--- src/rtl/ccx_pkg.sv ---
package ccx_pkg;
  localparam int unsigned KIND_W = 4;
  localparam int unsigned FLAG_W = 4;
  localparam int unsigned FLG_N  = 3;
  localparam int unsigned FLG_Z  = 2;
  localparam int unsigned FLG_V  = 1;
  localparam int unsigned FLG_C  = 0;

  typedef enum logic [KIND_W-1:0] {
    KIND_PASS  = 4'd0,
    KIND_LOGIC = 4'd1,
    KIND_ADD   = 4'd2,
    KIND_SUB   = 4'd3,
    KIND_CMP8  = 4'd4,
    KIND_CMP16 = 4'd5,
    KIND_ADDX  = 4'd6,
    KIND_SUBX  = 4'd7,
    KIND_SHIFT = 4'd8
  } cc_kind_e;
endpackage

--- src/rtl/ccx_nz.sv ---
module ccx_nz #(
  parameter int unsigned W = 32
) (
  input  logic [W-1:0] val,
  output logic         neg,
  output logic         zero
);
  always_comb begin
    zero = (val == '0);
    neg  = val[W-1];
  end
endmodule

--- src/rtl/ccx_add_cv.sv ---
module ccx_add_cv #(
  parameter int unsigned W = 32
) (
  input  logic [W-1:0] res,
  input  logic [W-1:0] src,
  input  logic         ext,
  output logic         carry,
  output logic         ovf
);
  localparam int unsigned MSB = W - 1;
  logic [W-1:0] opa;

  always_comb begin
    opa   = res - src - W'(ext);
    carry = ext ? (res <= src) : (res < src);
    ovf   = (res[MSB] ^ src[MSB]) & ~(opa[MSB] ^ src[MSB]);
  end
endmodule

--- src/rtl/ccx_sub_cv.sv ---
module ccx_sub_cv #(
  parameter int unsigned W = 32
) (
  input  logic [W-1:0] res,
  input  logic [W-1:0] src,
  input  logic         ext,
  output logic         carry,
  output logic         ovf
);
  localparam int unsigned MSB = W - 1;
  logic [W-1:0] opa;

  always_comb begin
    opa   = res + src + W'(ext);
    carry = ext ? (opa <= src) : (opa < src);
    ovf   = (opa[MSB] ^ res[MSB]) & (opa[MSB] ^ src[MSB]);
  end
endmodule

--- src/rtl/ccx_flag_eval.sv ---
module ccx_flag_eval
  import ccx_pkg::*;
#(
  parameter int unsigned DATA_W = 32,
  parameter int unsigned BYTE_W = 8,
  parameter int unsigned HALF_W = 16
) (
  input  logic [KIND_W-1:0] kind,
  input  logic [DATA_W-1:0] res,
  input  logic [DATA_W-1:0] src,
  output logic [FLAG_W-1:0] flags,
  output logic              err
);
  localparam int unsigned NARROW_N = 2;

  logic full_n, full_z;
  logic add_c, add_v, sub_c, sub_v;
  logic nar_n [NARROW_N];
  logic nar_z [NARROW_N];
  logic nar_c [NARROW_N];
  logic nar_v [NARROW_N];

  ccx_nz #(.W(DATA_W)) u_nz_full (.val(res), .neg(full_n), .zero(full_z));

  ccx_add_cv #(.W(DATA_W)) u_add (
    .res(res), .src(src), .ext(kind == KIND_ADDX), .carry(add_c), .ovf(add_v));

  ccx_sub_cv #(.W(DATA_W)) u_sub (
    .res(res), .src(src), .ext(kind == KIND_SUBX), .carry(sub_c), .ovf(sub_v));

  for (genvar g = 0; g < NARROW_N; g++) begin : g_narrow
    localparam int unsigned NW = (g == 0) ? BYTE_W : HALF_W;
    ccx_nz #(.W(NW)) u_nz (
      .val(res[NW-1:0]), .neg(nar_n[g]), .zero(nar_z[g]));
    ccx_sub_cv #(.W(NW)) u_cmp (
      .res(res[NW-1:0]), .src(src[NW-1:0]), .ext(1'b0),
      .carry(nar_c[g]), .ovf(nar_v[g]));
  end

  always_comb begin
    flags = '0;
    err   = 1'b0;
    case (kind)
      KIND_PASS:  flags = res[FLAG_W-1:0];
      KIND_LOGIC: flags = {full_n & ~full_z, full_z, 1'b0, 1'b0};
      KIND_ADD,
      KIND_ADDX:  flags = {full_n, full_z, add_v, add_c};
      KIND_SUB,
      KIND_SUBX:  flags = {full_n, full_z, sub_v, sub_c};
      KIND_CMP8:  flags = {nar_n[0], nar_z[0], nar_v[0], nar_c[0]};
      KIND_CMP16: flags = {nar_n[1], nar_z[1], nar_v[1], nar_c[1]};
      KIND_SHIFT: flags = {full_n, full_z, 1'b0, (src != '0)};
      default:    err   = 1'b1;
    endcase
  end

  always_comb begin
    if (err) begin
      AST_UNKNOWN_QUIET: assert (flags == '0) else $error("flags on unknown kind");
    end
    if (kind != KIND_PASS && !err) begin
      AST_NZ_EXCLUSIVE: assert (!(flags[FLG_N] && flags[FLG_Z])) else $error("N and Z both set");
    end
    if (kind == KIND_ADD && src == '0) begin
      AST_ADD_ZERO_SRC: assert (flags[FLG_C] == 1'b0 && flags[FLG_V] == 1'b0) else $error("add of zero");
    end
    if (kind == KIND_SUB && src == '0) begin
      AST_SUB_ZERO_SRC: assert (flags[FLG_C] == 1'b0 && flags[FLG_V] == 1'b0) else $error("sub of zero");
    end
    if (kind == KIND_SHIFT) begin
      AST_SHIFT_NO_V: assert (flags[FLG_V] == 1'b0) else $error("V on shift");
    end
  end
endmodule

--- src/rtl/ccx_ext_arith.sv ---
module ccx_ext_arith
  import ccx_pkg::*;
#(
  parameter int unsigned DATA_W = 32
) (
  input  logic [DATA_W-1:0] opa,
  input  logic [DATA_W-1:0] opb,
  input  logic              is_sub,
  input  logic              x_in,
  input  logic              z_prev,
  output logic [DATA_W-1:0] res,
  output logic [FLAG_W-1:0] flags,
  output logic              x_out
);
  logic [KIND_W-1:0] kind;
  logic [FLAG_W-1:0] raw_flags;
  logic              raw_err;

  always_comb begin
    if (is_sub) begin
      res   = opa - opb - DATA_W'(x_in);
      kind  = x_in ? KIND_SUBX : KIND_SUB;
      x_out = x_in ? (opa <= opb) : (opa < opb);
    end else begin
      res   = opa + opb + DATA_W'(x_in);
      kind  = x_in ? KIND_ADDX : KIND_ADD;
      x_out = x_in ? (res <= opb) : (res < opb);
    end
  end

  ccx_flag_eval #(.DATA_W(DATA_W)) u_eval (
    .kind(kind), .res(res), .src(opb), .flags(raw_flags), .err(raw_err));

  always_comb begin
    flags        = raw_flags;
    flags[FLG_Z] = raw_flags[FLG_Z] & z_prev;
  end

  always_comb begin
    AST_X_MATCHES_C: assert (x_out == flags[FLG_C]) else $error("X differs from C");
    AST_EXT_KIND_OK: assert (!raw_err) else $error("wrapper kind invalid");
    if (!z_prev) begin
      AST_Z_STICKY: assert (!flags[FLG_Z]) else $error("Z set from clear");
    end
  end
endmodule

--- src/rtl/ccx_lazy_flags.sv ---
module ccx_lazy_flags
  import ccx_pkg::*;
#(
  parameter int unsigned DATA_W = 32
) (
  input  logic [3:0]        cc_kind,
  input  logic [DATA_W-1:0] cc_res,
  input  logic [DATA_W-1:0] cc_src,
  output logic [3:0]        cc_flags,
  output logic              cc_err,
  input  logic [DATA_W-1:0] ex_opa,
  input  logic [DATA_W-1:0] ex_opb,
  input  logic              ex_is_sub,
  input  logic              ex_x_in,
  input  logic              ex_z_prev,
  output logic [DATA_W-1:0] ex_res,
  output logic [3:0]        ex_flags,
  output logic              ex_x_out
);
  ccx_flag_eval #(.DATA_W(DATA_W)) u_lazy (
    .kind(cc_kind), .res(cc_res), .src(cc_src),
    .flags(cc_flags), .err(cc_err));

  ccx_ext_arith #(.DATA_W(DATA_W)) u_ext (
    .opa(ex_opa), .opb(ex_opb), .is_sub(ex_is_sub), .x_in(ex_x_in),
    .z_prev(ex_z_prev), .res(ex_res), .flags(ex_flags), .x_out(ex_x_out));
endmodule

--- config.mk ---
export PLATFORM = sky130hd
export DESIGN_NAME = ccx_lazy_flags
export DESIGN_NICKNAME = d
export VERILOG_FILES = /design/src/rtl/ccx_pkg.sv /design/src/rtl/ccx_nz.sv /design/src/rtl/ccx_add_cv.sv /design/src/rtl/ccx_sub_cv.sv /design/src/rtl/ccx_flag_eval.sv /design/src/rtl/ccx_ext_arith.sv /design/src/rtl/ccx_lazy_flags.sv
export SDC_FILE = /design/constraint.sdc
export NUM_CORES = 1
export LEC_CHECK = 0
export ABC_AREA = 1
export ABC_CLOCK_PERIOD_IN_PS = 6500
export BUFFER_PORTS_ARGS = -buffer_cell sky130_fd_sc_hd__buf_2
export CAP_MARGIN = 10
export CORE_MARGIN = 4
export CORE_UTILIZATION = 45
export DETAILED_ROUTE_END_ITERATION = 12
export GPL_ROUTABILITY_DRIVEN = 0
export MAX_ROUTING_LAYER = met4
export PLACE_DENSITY_LB_ADDON = 0.3
export RECOVER_POWER = 25
export SYNTH_ARGS = -nofsm -noshare
export SYNTH_HDL_FRONTEND = slang
export SYNTH_SLANG_ARGS = --single-unit
--- constraint.sdc ---
create_clock -name vclk -period 6.5
set_clock_uncertainty 0.05 [all_clocks]
set_input_delay 1.3 -clock vclk [all_inputs]
set_output_delay 1.3 -clock vclk [all_outputs]
set_load 0.05 [all_outputs]
==> results, run 1 <==
- The number of design-rule violations left by the first detailed-router iteration is 1859.
- The worst setup path is of the in2out kind.
- Data arrives at the worst endpoint at 6270 ps.
- After the flow finishes, the layout carries non-filler instances totaling 4160.
- The die boundary width is 205 µm.
- The worst hold path startpoint is cc_res[31].
- The area added between synthesis and finish is 42.7%.
- Once placement completed, the tool counted placed cells totaling 4130.
- Summing all flip-flop and latch instances after layout gives 0 µm².
- By count the netlist is led by 640 x sky130_fd_sc_hd__nand2_1, 592 x sky130_fd_sc_hd__inv_1, 477 x sky130_fd_sc_hd__ha_1.
- The maximum number of pins on one net before global-route repair is 20.
- The number of placed I/O pins is 177.
- The share of final-layout standard cells stronger than drive strength 1 is 30.9%.
- The headroom to the max-slew limit is 43.5%.
- Summing all multi-input logic gate instances after layout gives 16600 µm².
- The final number of max-transition violations is 0.
- In the finished design the tool counted flip-flops and latches totalling 0.
- The worst-case IR drop observed on VDD is 0.000173 V.
- The average via count per standard cell is 5.49.
- The number of hold-repair buffers added at the cts stage is 0.
- The total core area is 37900 µm².
- The endpoint kind of the worst setup timing path is an output port.
- Wires add up to 72000 µm.
- The shortest period the worst path allows is 7620 ps.
- Ranked by total cell area, the synthesized netlist is headed by sky130_fd_sc_hd__ha_1 34%, sky130_fd_sc_hd__nand2_1 14%, sky130_fd_sc_hd__inv_1 13%, sky130_fd_sc_hd__a21oi_1 7.2%, sky130_fd_sc_hd__nor2_1 5.4%.
- The measured slew at the worst slew-check pin is 840 ps.
- The post-route fraction of the period consumed by the critical path is 117%.
- The sequential cell area fraction in the yosys report is 0%.
- The sum of negative setup slack is -1530 ps.
- The mapped netlist covers 17400 µm².
- The count of filler cells inserted in the layout is 3218.
- The final net count is 4271.
- The startpoint kind of the worst setup timing path is an input pin.
- The number of global-route vias before repair is 22300.
- The floorplan step defined a die boundary enclosing 41900 µm².
- The hold violation count in the final report is 0.
- The top cell type by area accounts for 34.3% of the synthesized area.
- Global routing finished with a remaining overflow of 0.
- In the post-synthesis netlist, the cell with the most instances is sky130_fd_sc_hd__nand2_1.
- The tightest hold margin is 3060 ps.
- In this run the worst hold path is classified as in2out.
- Synthesis produced a netlist with a net count of 3546.
- Synthesis handed over a netlist of 2925 instances.
- The first global-routing pass estimated 109000 µm of wire.
- The required time reported for the critical path endpoint is 5150 ps.
- The final reports fail on negative setup slack.
- The smallest setup slack after layout is -1120 ps.
- The mean instance size in the synthesized netlist is 5.95 µm².
- During synthesis, Yosys emitted a total of 0 warnings.
- The flow ran to the end, but the final reports show violations.
- In this run the power density over the cells is 166 nW/µm².
- Synthesis instantiated 52 different standard cells from the library.
- Setup repair after global routing could not meet its margin everywhere.
- The standard-cell row count is 71.
- Summed over all nets, the half-perimeter wirelength after detailed placement is 60800 µm.
- The initial antenna violation count is 0.
- Setup violations remaining at the end of the flow were counted as 2.
- The cell type with the highest aggregate area in the netlist is sky130_fd_sc_hd__ha_1.
- After detailed placement, the total cell area comes to 23200 µm².
- The floorplan step set the die height to 205 µm.
- During placement, the flow inserted port buffers numbering 177.
- The aggregate global-route resource usage is 32.5%.
- The count of nets left with antenna violations once routing finished came out at 0.
- Dividing the detail-routed wire length by the instance count gives 17.3 µm.
- The maximum clock rate is 0.131 GHz.
- For this run, the slowest stage of the critical path takes 350 ps.
- The starting density of the core is 45.9%.
- The most frequent cell on the critical path is sky130_fd_sc_hd__nand2_1.
- On the critical path, the stage with the largest delay is an instance of sky130_fd_sc_hd__nor4_4.
- The first TritonRoute pass finished after 6 iterations.
- In this run the static leakage power is 13.7 nW.
- The final design area excluding fillers is 24800 µm².
- The total via count in the routed design is 22800.
- The layout clock buffer count is 0.
- The number of violations of the max-capacitance limit is 0.
- The critical path starts at ex_opb[10].
- Along the worst path, the maximum fanout reaches 5.
- In the routed design, unresolved DRC markers number 0.
## what timing repair did
item,CTS,global route
gates resized for setup,158,180
setup endpoints to repair,3,4
pin swaps,42,96
setup buffers,12,19
## path summary, 6_finish.rpt
check                    endpoint  depth (start not counted)
worst max-delay path  ex_flags[0]                         32
worst min-delay path  cc_flags[1]                          5
## cell usage in the layout, fill, tap and decap left out, types with 6 or more instances in the layout
| cell type | netlist | routed |
|---|---|---|
| sky130_fd_sc_hd__nand2_1 | 640 | 570 |
| sky130_fd_sc_hd__buf_4 | 5 | 562 |
| sky130_fd_sc_hd__inv_1 | 592 | 551 |
| sky130_fd_sc_hd__ha_1 | 477 | 420 |
| sky130_fd_sc_hd__a21oi_1 | 252 | 213 |
| sky130_fd_sc_hd__nor2_1 | 249 | 207 |
| sky130_fd_sc_hd__buf_2 | 11 | 158 |
| sky130_fd_sc_hd__nand3_1 | 165 | 146 |
| sky130_fd_sc_hd__xor2_1 | 76 | 75 |
| sky130_fd_sc_hd__nand2_2 | 16 | 74 |
| sky130_fd_sc_hd__o21ai_0 | 94 | 73 |
| sky130_fd_sc_hd__nand4_1 | 57 | 57 |
| sky130_fd_sc_hd__a21oi_2 | 15 | 50 |
| sky130_fd_sc_hd__ha_4 | 0 | 50 |
| sky130_fd_sc_hd__inv_2 | 16 | 48 |
| sky130_fd_sc_hd__nor2_2 | 9 | 39 |
| sky130_fd_sc_hd__nor3_1 | 41 | 32 |
| sky130_fd_sc_hd__o21ai_1 | 19 | 23 |
| sky130_fd_sc_hd__o21bai_1 | 23 | 22 |
| sky130_fd_sc_hd__nand3_2 | 4 | 21 |
| sky130_fd_sc_hd__nor4_1 | 24 | 21 |
| sky130_fd_sc_hd__o21ai_2 | 5 | 16 |
| sky130_fd_sc_hd__and2_1 | 14 | 14 |
| sky130_fd_sc_hd__o21a_1 | 14 | 13 |
| sky130_fd_sc_hd__nand2_4 | 0 | 12 |
| sky130_fd_sc_hd__nor2_4 | 0 | 12 |
| sky130_fd_sc_hd__o211ai_1 | 12 | 12 |
| sky130_fd_sc_hd__nor3_2 | 4 | 9 |
| sky130_fd_sc_hd__a211oi_1 | 9 | 9 |
| sky130_fd_sc_hd__clkbuf_1 | 3 | 9 |
| sky130_fd_sc_hd__a31oi_1 | 9 | 8 |
| sky130_fd_sc_hd__clkinvlp_4 | 0 | 7 |
| sky130_fd_sc_hd__ha_2 | 0 | 7 |
| sky130_fd_sc_hd__xnor2_1 | 7 | 6 |
| sky130_fd_sc_hd__o21ai_4 | 0 | 6 |
| sky130_fd_sc_hd__a221oi_1 | 6 | 6 |
| sky130_fd_sc_hd__fa_2 | 0 | 6 |
| sky130_fd_sc_hd__buf_6 | 0 | 6 |
## metrics by stage
step | setup WS (ps) | power (mW) | util, %
finish | -1120 | 4.12 | 65.5
CTS | -915 | 3.81 | 63.4
floorplan | -587 | 2.10 | -
detailed placement | -1320 | 3.62 | 61.3
global route | -1420 | 4.44 | 65.5
global placement | -1220 | 3.52 | 61.3
## area by class of cell
| type | count | share of cell area, % |
|---|---|---|
| inverters | 610 | 9.35 |
| well taps | 511 | 2.57 |
| repair buffers | 743 | 21.1 |
| diodes | 1 | 0.0101 |
| multi-input cells | 2295 | 67.0 |
## per-layer routing
metal / wire length [µm] / global-route usage [%] / share of wire, % / vias to the layer above
met5: 0 / - / 0 / -
met4: 4280 / 14.2 / 5.9 / 0
met3: 6020 / 2.60 / 8.4 / 296
met2: 33300 / 55.3 / 46 / 1128
met1: 28400 / 39.5 / 39 / 10500
li1: - / - / - / 10900
## report_power, final
group | switching [mW] | internal [mW]
clock network | 0 | 0.0000000206
registers | 0 | 0
logic | 2.37 | 1.75
## logic make-up after synthesis
kind of cell	count (synthesis)	synth area share (%)
compound gates	489	16.2
buf+inv	630	13.8
simple gates	1235	30.4
fa+ha+maj	486	35.3
xor+xnor	85	4.37
## worst max-delay path, delay by kind of cell
family | cells | cell delay, ps
AO/OA/AOI/OAI | 5 | 780
XOR/XNOR | 1 | 160
adder cells (fa/ha/maj) | 4 | 1140
buffers and inverters | 7 | 830
AND/OR/NAND/NOR | 15 | 2030
No activity file was read; power rests on OpenSTA's default activity.
==> inputs of run 2 (changes only) <==
- PLACE_DENSITY: unset -> 0.66
- PLACE_DENSITY_LB_ADDON: 0.3 -> unset
- TNS_END_PERCENT: unset -> 1
==> results, run 2 (synthesis gave the netlist of run 1 again) <==
- The flow ran to the end, but the final reports show violations.
- The final reports fail on negative setup slack.
- The total length of routed wires was 73800 µm (+2.5%).
- The average routed wire per standard cell is 17.7 µm (+2.4%).
- The layout clock buffer count is 0 (unchanged).
- The portion of total power attributed to the clock network is 0% (unchanged).
- The power per cell area came to 168 nW/µm² (+1.4%).
- The count of filler cells inserted in the layout came to 3276 (+1.8%).
- The post-route fraction of the period consumed by the critical path was 116% (-1.2 points).
- The iteration count of the initial detailed-routing pass is 7 (+1).
- The final number of max-transition violations is 0 (unchanged).
- The leakage power of the design is 13.8 nW (+0.78%).
- The number of antenna-violating nets in the routed design was 0 (unchanged).
- The number of placed I/O pins came to 177 (unchanged).
- The smallest setup slack after layout is -1040 ps (+78.1 ps).
- The number of design rule violations left after detail routing is 0 (unchanged).
- The number of sequential storage elements came to 0 (unchanged).
- The final net count is 4277 (+0.14%).
- The endpoint kind of the worst setup timing path is an output port.
- The height of the die is 205 µm (unchanged).
- The footprint of the multi-input gates is 16900 µm² (+1.7%).
- The required time reported for the critical path endpoint is 5150 ps (about the same).
- STA classifies the critical path startpoint as an input pin.
- The worst ir drop on vdd came to 0.000218 V (+26%).
- The measured slew at the worst slew-check pin is 868 ps (+27.8 ps).
- The stage delay of the slowest cell on the critical path was 590 ps (+240 ps).
- Setup repair after global routing could not meet its margin everywhere.
- The number of global-route vias before repair is 22100 (-0.94%).
- The overall power after layout is 4.22 mW (+2.6%).
- The area added between synthesis and finish is 44.4%.
- The number of violations of the max-capacitance limit is 0 (unchanged).
- The number of buffers added on ports came to 177 (unchanged).
- The maximum fanout encountered on the critical timing path is 4 (-1).
- The number of endpoints failing setup at the final stage was 3 (+1).
- The library cells used most frequently in the layout, excluding fill and tap cells, are 566 x sky130_fd_sc_hd__buf_4, 556 x sky130_fd_sc_hd__nand2_1, 543 x sky130_fd_sc_hd__inv_1.
- The final cell count without fillers is 4165 (+0.12%).
- The final design area excluding fillers is 25100 µm² (+1.2%).
- The switching part of the total was 57.5% (about the same).
- The number of design-rule violations left by the first detailed-router iteration is 1601 (-14%).
- The starting density of the core came to 45.9% (unchanged).
- The most common library cell in the layout ignoring fill and taps is sky130_fd_sc_hd__buf_4.
- The HPWL after detailed placement is 61700 µm (+1.4%).
- The headroom to the max-slew limit is 41.6% (-1.9 points).
- The initial antenna violation count was 0 (unchanged).
- The post-placement cell area was 23000 µm² (-0.86%).
- The cell internal power dissipation is 1.79 mW (+2.7%).
- The maximum number of pins on one net before global-route repair came to 18 (-10%).
- The sum of negative setup slack is -1710 ps (-182 ps).
- The standard-cell row count was 71 (unchanged).
- The total via count in the routed design came to 22800 (-0.066%).
- The aggregate global-route resource usage was 33.0% (+0.48 points).
- The arrival time reported for the critical path endpoint came to 6190 ps (-80 ps).
- The die boundary width came to 205 µm (unchanged).
- The type of the setup path with the least slack is in2out.
- The net switching power is 2.43 mW (+2.5%).
- The area occupied by registers is 0 µm² (unchanged).
- The total core area is 37900 µm² (unchanged).
- The most numerous cell type found on the critical path is sky130_fd_sc_hd__nand2_2.
- The pre-CTS worst setup slack is -1240 ps (+77.1 ps).
- The wire length of the first global-routing pass is 109000 µm (+0.35%).
- The shortest period the worst path allows was 7540 ps (-78.1 ps).
- The maximum clock rate is 0.133 GHz (+1.0%).
- The number of inserted diodes came to 0 (-1).
- The end-of-flow core utilization came to 66.2% (+0.77 points).
- The tightest hold margin was 3110 ps (+47.0 ps).
- The part of the power in combinational logic is 100.0% (about the same).
- The min-delay analysis places its worst path in the category in2out.
- The total global routing overflow is 0 (unchanged).
- The overall die area came to 41900 µm² (unchanged).
- The slowest stage of the critical path belongs to the cell sky130_fd_sc_hd__fa_2.
- The cell count after placement is 4115 (-0.36%).
- The share of final-layout standard cells stronger than drive strength 1 came to 32.1% (+1.2 points).
- The register share of total power is 0% (unchanged).
- The average via count per standard cell is 5.48 (-0.19%).
- The hold violation count in the final report came to 0 (unchanged).
==> run 2: per-layer routing <==
| layer | share of wire, % | wire length (µm) | up-vias | track usage (%) |
|---|---|---|---|---|
| li1 | - | - | 11000 | - |
| met4 | 6.3 | 4630 | 0 | 15.5 |
| met3 | 7.3 | 5370 | 295 | 1.52 |
| met2 | 46 | 34100 | 1086 | 56.2 |
| met5 | 0 | 0 | - | - |
| met1 | 40 | 29700 | 10500 | 40.4 |
==> run 2: worst paths after layout <==
path / start / to / slack [ps] / depth (start not counted)
worst max-delay path: ex_x_in / ex_flags[0] / -1040 / 35
worst min-delay path: ex_opb[31] / ex_flags[1] / 3110 / 6
==> run 2: power groups by stage <==
stage | Sequential [mW] | Combinational [mW] | Clock (mW)
3_3_place_gp | 0 | 3.47 | 0
2_1_floorplan | 0 | 2.08 | 0
6_report | 0 | 4.22 | 0
4_1_cts | 0 | 3.80 | 0
5_1_grt | 0 | 4.56 | 0
3_5_place_dp | 0 | 3.57 | 0
==> run 2: critical path, delay by kind of cell <==
family | cells | cell delay [ps]
adder cells (fa/ha/maj) | 4 | 1350
AO/OA/AOI/OAI | 5 | 950
AND/OR/NAND/NOR | 17 | 1530
XOR/XNOR | 1 | 130
buffers and inverters | 8 | 920
==> run 2: final cells by class <==
class,instances,share of cell area [%]
inverters,610,9.21
multi-input cells,2295,67.3
well taps,511,2.54
repair buffers,749,20.9
==> run 2: what timing repair did <==
| action | 4_1_cts | 5_1_grt |
|---|---|---|
| pin swaps | 52 | 102 |
| cloned | 0 | 0 |
| resized for setup | 181 | 225 |
| buffers inserted | 20 | 32 |
| hold buffers | 0 | 0 |
| setup endpoints to repair | 3 | 4 |
==> inputs of run 3 (changes only) <==
- CELL_PAD_IN_SITES_DETAIL_PLACEMENT: unset -> 2
- CELL_PAD_IN_SITES_GLOBAL_PLACEMENT: unset -> 2
- CORE_UTILIZATION: 45 -> 30
- PLACE_DENSITY: 0.66 -> unset
- PLACE_DENSITY_LB_ADDON: unset -> 0.1
==> results, run 3 <==
- After synthesis, the most frequently instantiated cells are 640 x sky130_fd_sc_hd__nand2_1, 592 x sky130_fd_sc_hd__inv_1, 477 x sky130_fd_sc_hd__ha_1.
- The height of the die is 249 µm (+22%).
- The number of placed I/O pins was 177 (unchanged).
- The run ended at global routing (5_1_grt).
- The tool reported: "[ERROR DPL-0033] detailed placement checks failed during check placement".
- The number of different library cells in the post-synthesis netlist is 52 (unchanged).
- Sorting the synthesized cells by area gives the leading types as sky130_fd_sc_hd__ha_1 34%, sky130_fd_sc_hd__nand2_1 14%, sky130_fd_sc_hd__inv_1 13%, sky130_fd_sc_hd__a21oi_1 7.2%, sky130_fd_sc_hd__nor2_1 5.4%.
- The mean instance size in the synthesized netlist is 5.95 µm² (unchanged).
- The starting density of the core is 30.2% (-16 points).
- The initial antenna violation count came to 0.
- The die boundary width came to 249 µm (+22%).
- The last reported worst endpoint of the global-route repair pass is ex_flags[0].
- The count of mapped cells out of synthesis is 2925 (unchanged).
- The top-area cell type share of the netlist area came to 34.3% (unchanged).
- The number of hold-repair buffers added at the cts stage is 0 (unchanged).
- The sequential cell area fraction in the yosys report is 0% (unchanged).
- The type of pin the worst path ends at is a primary output.
- The cell type with the highest aggregate area in the netlist is sky130_fd_sc_hd__ha_1.
- Entering global routing, the biggest net connects 15 pins.
- The standard-cell row count is 88 (+24%).
- The warning count from the yosys run came to 0 (unchanged).
- The flow did not finish.
- The number of buffers added on ports is 177 (unchanged).
- The most frequent cell after synthesis is sky130_fd_sc_hd__nand2_1.
- The HPWL after detailed placement was 94000 µm (+52%).
- The area of the mapped netlist was 17400 µm² (unchanged).
- The total nets after synthesis came to 3546 (unchanged).
- The post-placement cell area was 24200 µm² (+4.8%).
[run 3: stage by stage]
stage,utilization (%),setup slack [ps],cells
floorplan,-,-587,2925
global placement,41.9,-1470,4466
CTS,42.9,-1310,4478
detailed placement,41.9,-1920,4466
[run 3: kinds of logic after synthesis]
family / Yosys count / synth area share, %
buffers and inverters: 630 / 13.8
adder cells (fa/ha/maj): 486 / 35.3
XOR/XNOR: 85 / 4.37
AO/OA/AOI/OAI: 489 / 16.2
AND/OR/NAND/NOR: 1235 / 30.4
[run 3: timing repair]
| item | 4_1_cts |
|---|---|
| gates resized for setup | 116 |
| buffers inserted | 12 |
| endpoints found under the setup margin | 4 |
| pin swaps | 37 |
==> inputs of run 4 (changes only) <==
- ABC_CLOCK_PERIOD_IN_PS: 6500 -> 8500
- CELL_PAD_IN_SITES_DETAIL_PLACEMENT: 2 -> unset
- CELL_PAD_IN_SITES_GLOBAL_PLACEMENT: 2 -> unset
- MAX_ROUTING_LAYER: met4 -> unset
- PLACE_DENSITY_LB_ADDON: 0.1 -> 0.15
- clock period: 6.5 -> 8.5 ns (I/O delays scaled with it)
==> results, run 4 (synthesis gave the netlist of run 1 again) <==
- The die boundary width is 249 µm (unchanged).
- Summed over all nets, the switching power comes to 1.63 mW.
- At the worst endpoint, the required time is 6750 ps.
- Setup violations remaining at the end of the flow were counted as 0.
- The number of buffers added on ports is 177 (unchanged).
- Cells with a size suffix above 1 make up 20.1% of the layout.
- Headroom to the max-slew limit came out at 36.8%.
- The number of global-route vias before repair is 19700.
- The HPWL after detailed placement came to 63900 µm (-32%).
- The average routed wire per standard cell is 17.5 µm.
- After detailed routing, the number of vias per cell comes to 4.86.
- STA classifies the critical path startpoint as an input pin.
- The portion of total power attributed to the clock network is 0%.
- Entering global routing, the biggest net connects 35 pins.
- The total global routing overflow is 0.
- The number of violations of the max-capacitance limit is 0.
- The flow ran to the end, and the final reports show no timing, DRC or antenna violations.
- The measured slew at the worst slew-check pin is 939 ps.
- The number of inserted diodes is 0.
- Net switching is 61.7% of the power.
- The iteration count of the initial detailed-routing pass is 5.
- The stage delay of the slowest cell on the critical path is 390 ps.
- The kind of cell with the highest combined delay along the critical path is simple AND/OR/NAND/NOR gates.
- The cell count after placement is 4079 (-8.7%).
- Summed over all cells, the static leakage comes to 12.1 nW.
- Measured on the finished design, the core utilization comes to 37.9%.
- For this run, design rule violations remaining after detail routing come to 0.
- Subtracting the final worst setup slack from the clock period gives 8190 ps.
- STA classifies the critical path endpoint as an output port.
- After routing the design area is 21800 µm².
- The sequential cells in the finished layout cover a total of 0 µm².
- In the finished design the tool counted flip-flops and latches totalling 0.
- The total via count in the routed design is 19900.
- The path type of the worst min-delay path is in2out.
- The starting density of the core was 30.2% (unchanged).
- The top cell types in the final layout, fill and taps aside, are 609 x sky130_fd_sc_hd__nand2_1, 580 x sky130_fd_sc_hd__inv_1, 444 x sky130_fd_sc_hd__ha_1.
- Once layout is complete, the cells apart from fillers number 4088.
- In this run the worst path has a maximum fanout of 5.
- The aggregate global-route resource usage is 21.6%.
- At the end of the flow, the number of nets in the layout was 3946.
- The slowest stage cell on the critical path is sky130_fd_sc_hd__ha_1.
- The initial antenna violation count is 0.
- The floorplan step defined a core boundary enclosing 57600 µm².
- The height of the die is 249 µm (unchanged).
- The total length of routed wires is 71400 µm.
- The number of placed I/O pins is 177 (unchanged).
- The most common library cell in the layout ignoring fill and taps is sky130_fd_sc_hd__nand2_1.
- The first routing iteration left 1129 violations.
- The most frequent cell on the critical path is sky130_fd_sc_hd__nand2_1.
- The worst-case IR drop observed on VDD is 0.000123 V.
- The first global-routing pass estimated 108000 µm of wire.
- Setup slack closes at 310 ps.
- Summing internal, switching and leakage power gives 2.64 mW.
- The critical path is of the in2out type.
- For this run, the top clock speed supported by timing is 0.122 GHz.
- The hold violation count in the final report came to 0.
- The layout clock buffer count is 0.
- The overall die area is 61900 µm².
- The post-route fraction of the period consumed by the critical path is 96.4%.
- The layout has 6493 filler cells.
- The internal power of the cells totals 1.01 mW.
- The part of the power in combinational logic is 100.0%.
- The pre-CTS worst setup slack is -280 ps (+1640 ps).
- The standard-cell row count is 88 (unchanged).
- The number of antenna-violating nets in the routed design is 0.
- Across all hold checks on the routed design, the worst slack comes to 3960 ps.
- The final number of max-transition violations came to 0.
- The area added between synthesis and finish is 25.4%.
- Dividing total power by cell area gives a power density of 121 nW/µm².
- At the worst endpoint, the arrival time is 6440 ps.
- The sum of negative setup slack is 0 ps.
- Per report_power, the sequential group accounts for 0% of the total.
- Counting both buffers and inverters, the worst setup path holds a total of 7.
- The post-placement cell area is 20900 µm² (-14%).
-- run 4: repair_timing --
| item | in CTS | in global routing |
|---|---|---|
| endpoints found under the hold margin | 0 | 0 |
| setup buffers | 0 | 9 |
| setup endpoints to repair | 1 | 2 |
| resized for setup | 13 | 205 |
| hold buffers | 0 | 0 |
| pin swaps | 0 | 33 |
-- run 4: area by class of cell --
| cell class | instances | area, µm² | area share (%) |
|---|---|---|---|
| Multi-Input combinational cell | 2295 | 15900 | 72.8 |
| Tap cell | 765 | 957 | 4.39 |
| Inverter | 610 | 2290 | 10.5 |
| Timing Repair Buffer | 418 | 2700 | 12.4 |
-- run 4: final timing paths --
check	start	end	cells after the start
hold / removal	cc_res[31]	cc_flags[1]	5
setup / recovery	ex_opa[23]	ex_flags[0]	33
-- run 4: routing by layer --
layer  track usage (%)  vias up  share of wire, %
li1                  -    10300                 -
met1              27.8     9084                45
met2              40.6      423                50
met3             0.543       68               3.3
met4              3.64        0               2.3
met5                 0        -                 0
-- run 4: power by group through the flow --
stage                     clock network (mW)  registers [mW]  logic, mW
final                                      0               0       2.64
after global routing                       0               0       2.94
after CTS                                  0               0       2.49
after detailed placement                   0               0       2.46
after global placement                     0               0       2.47
after floorplan                            0               0       1.55
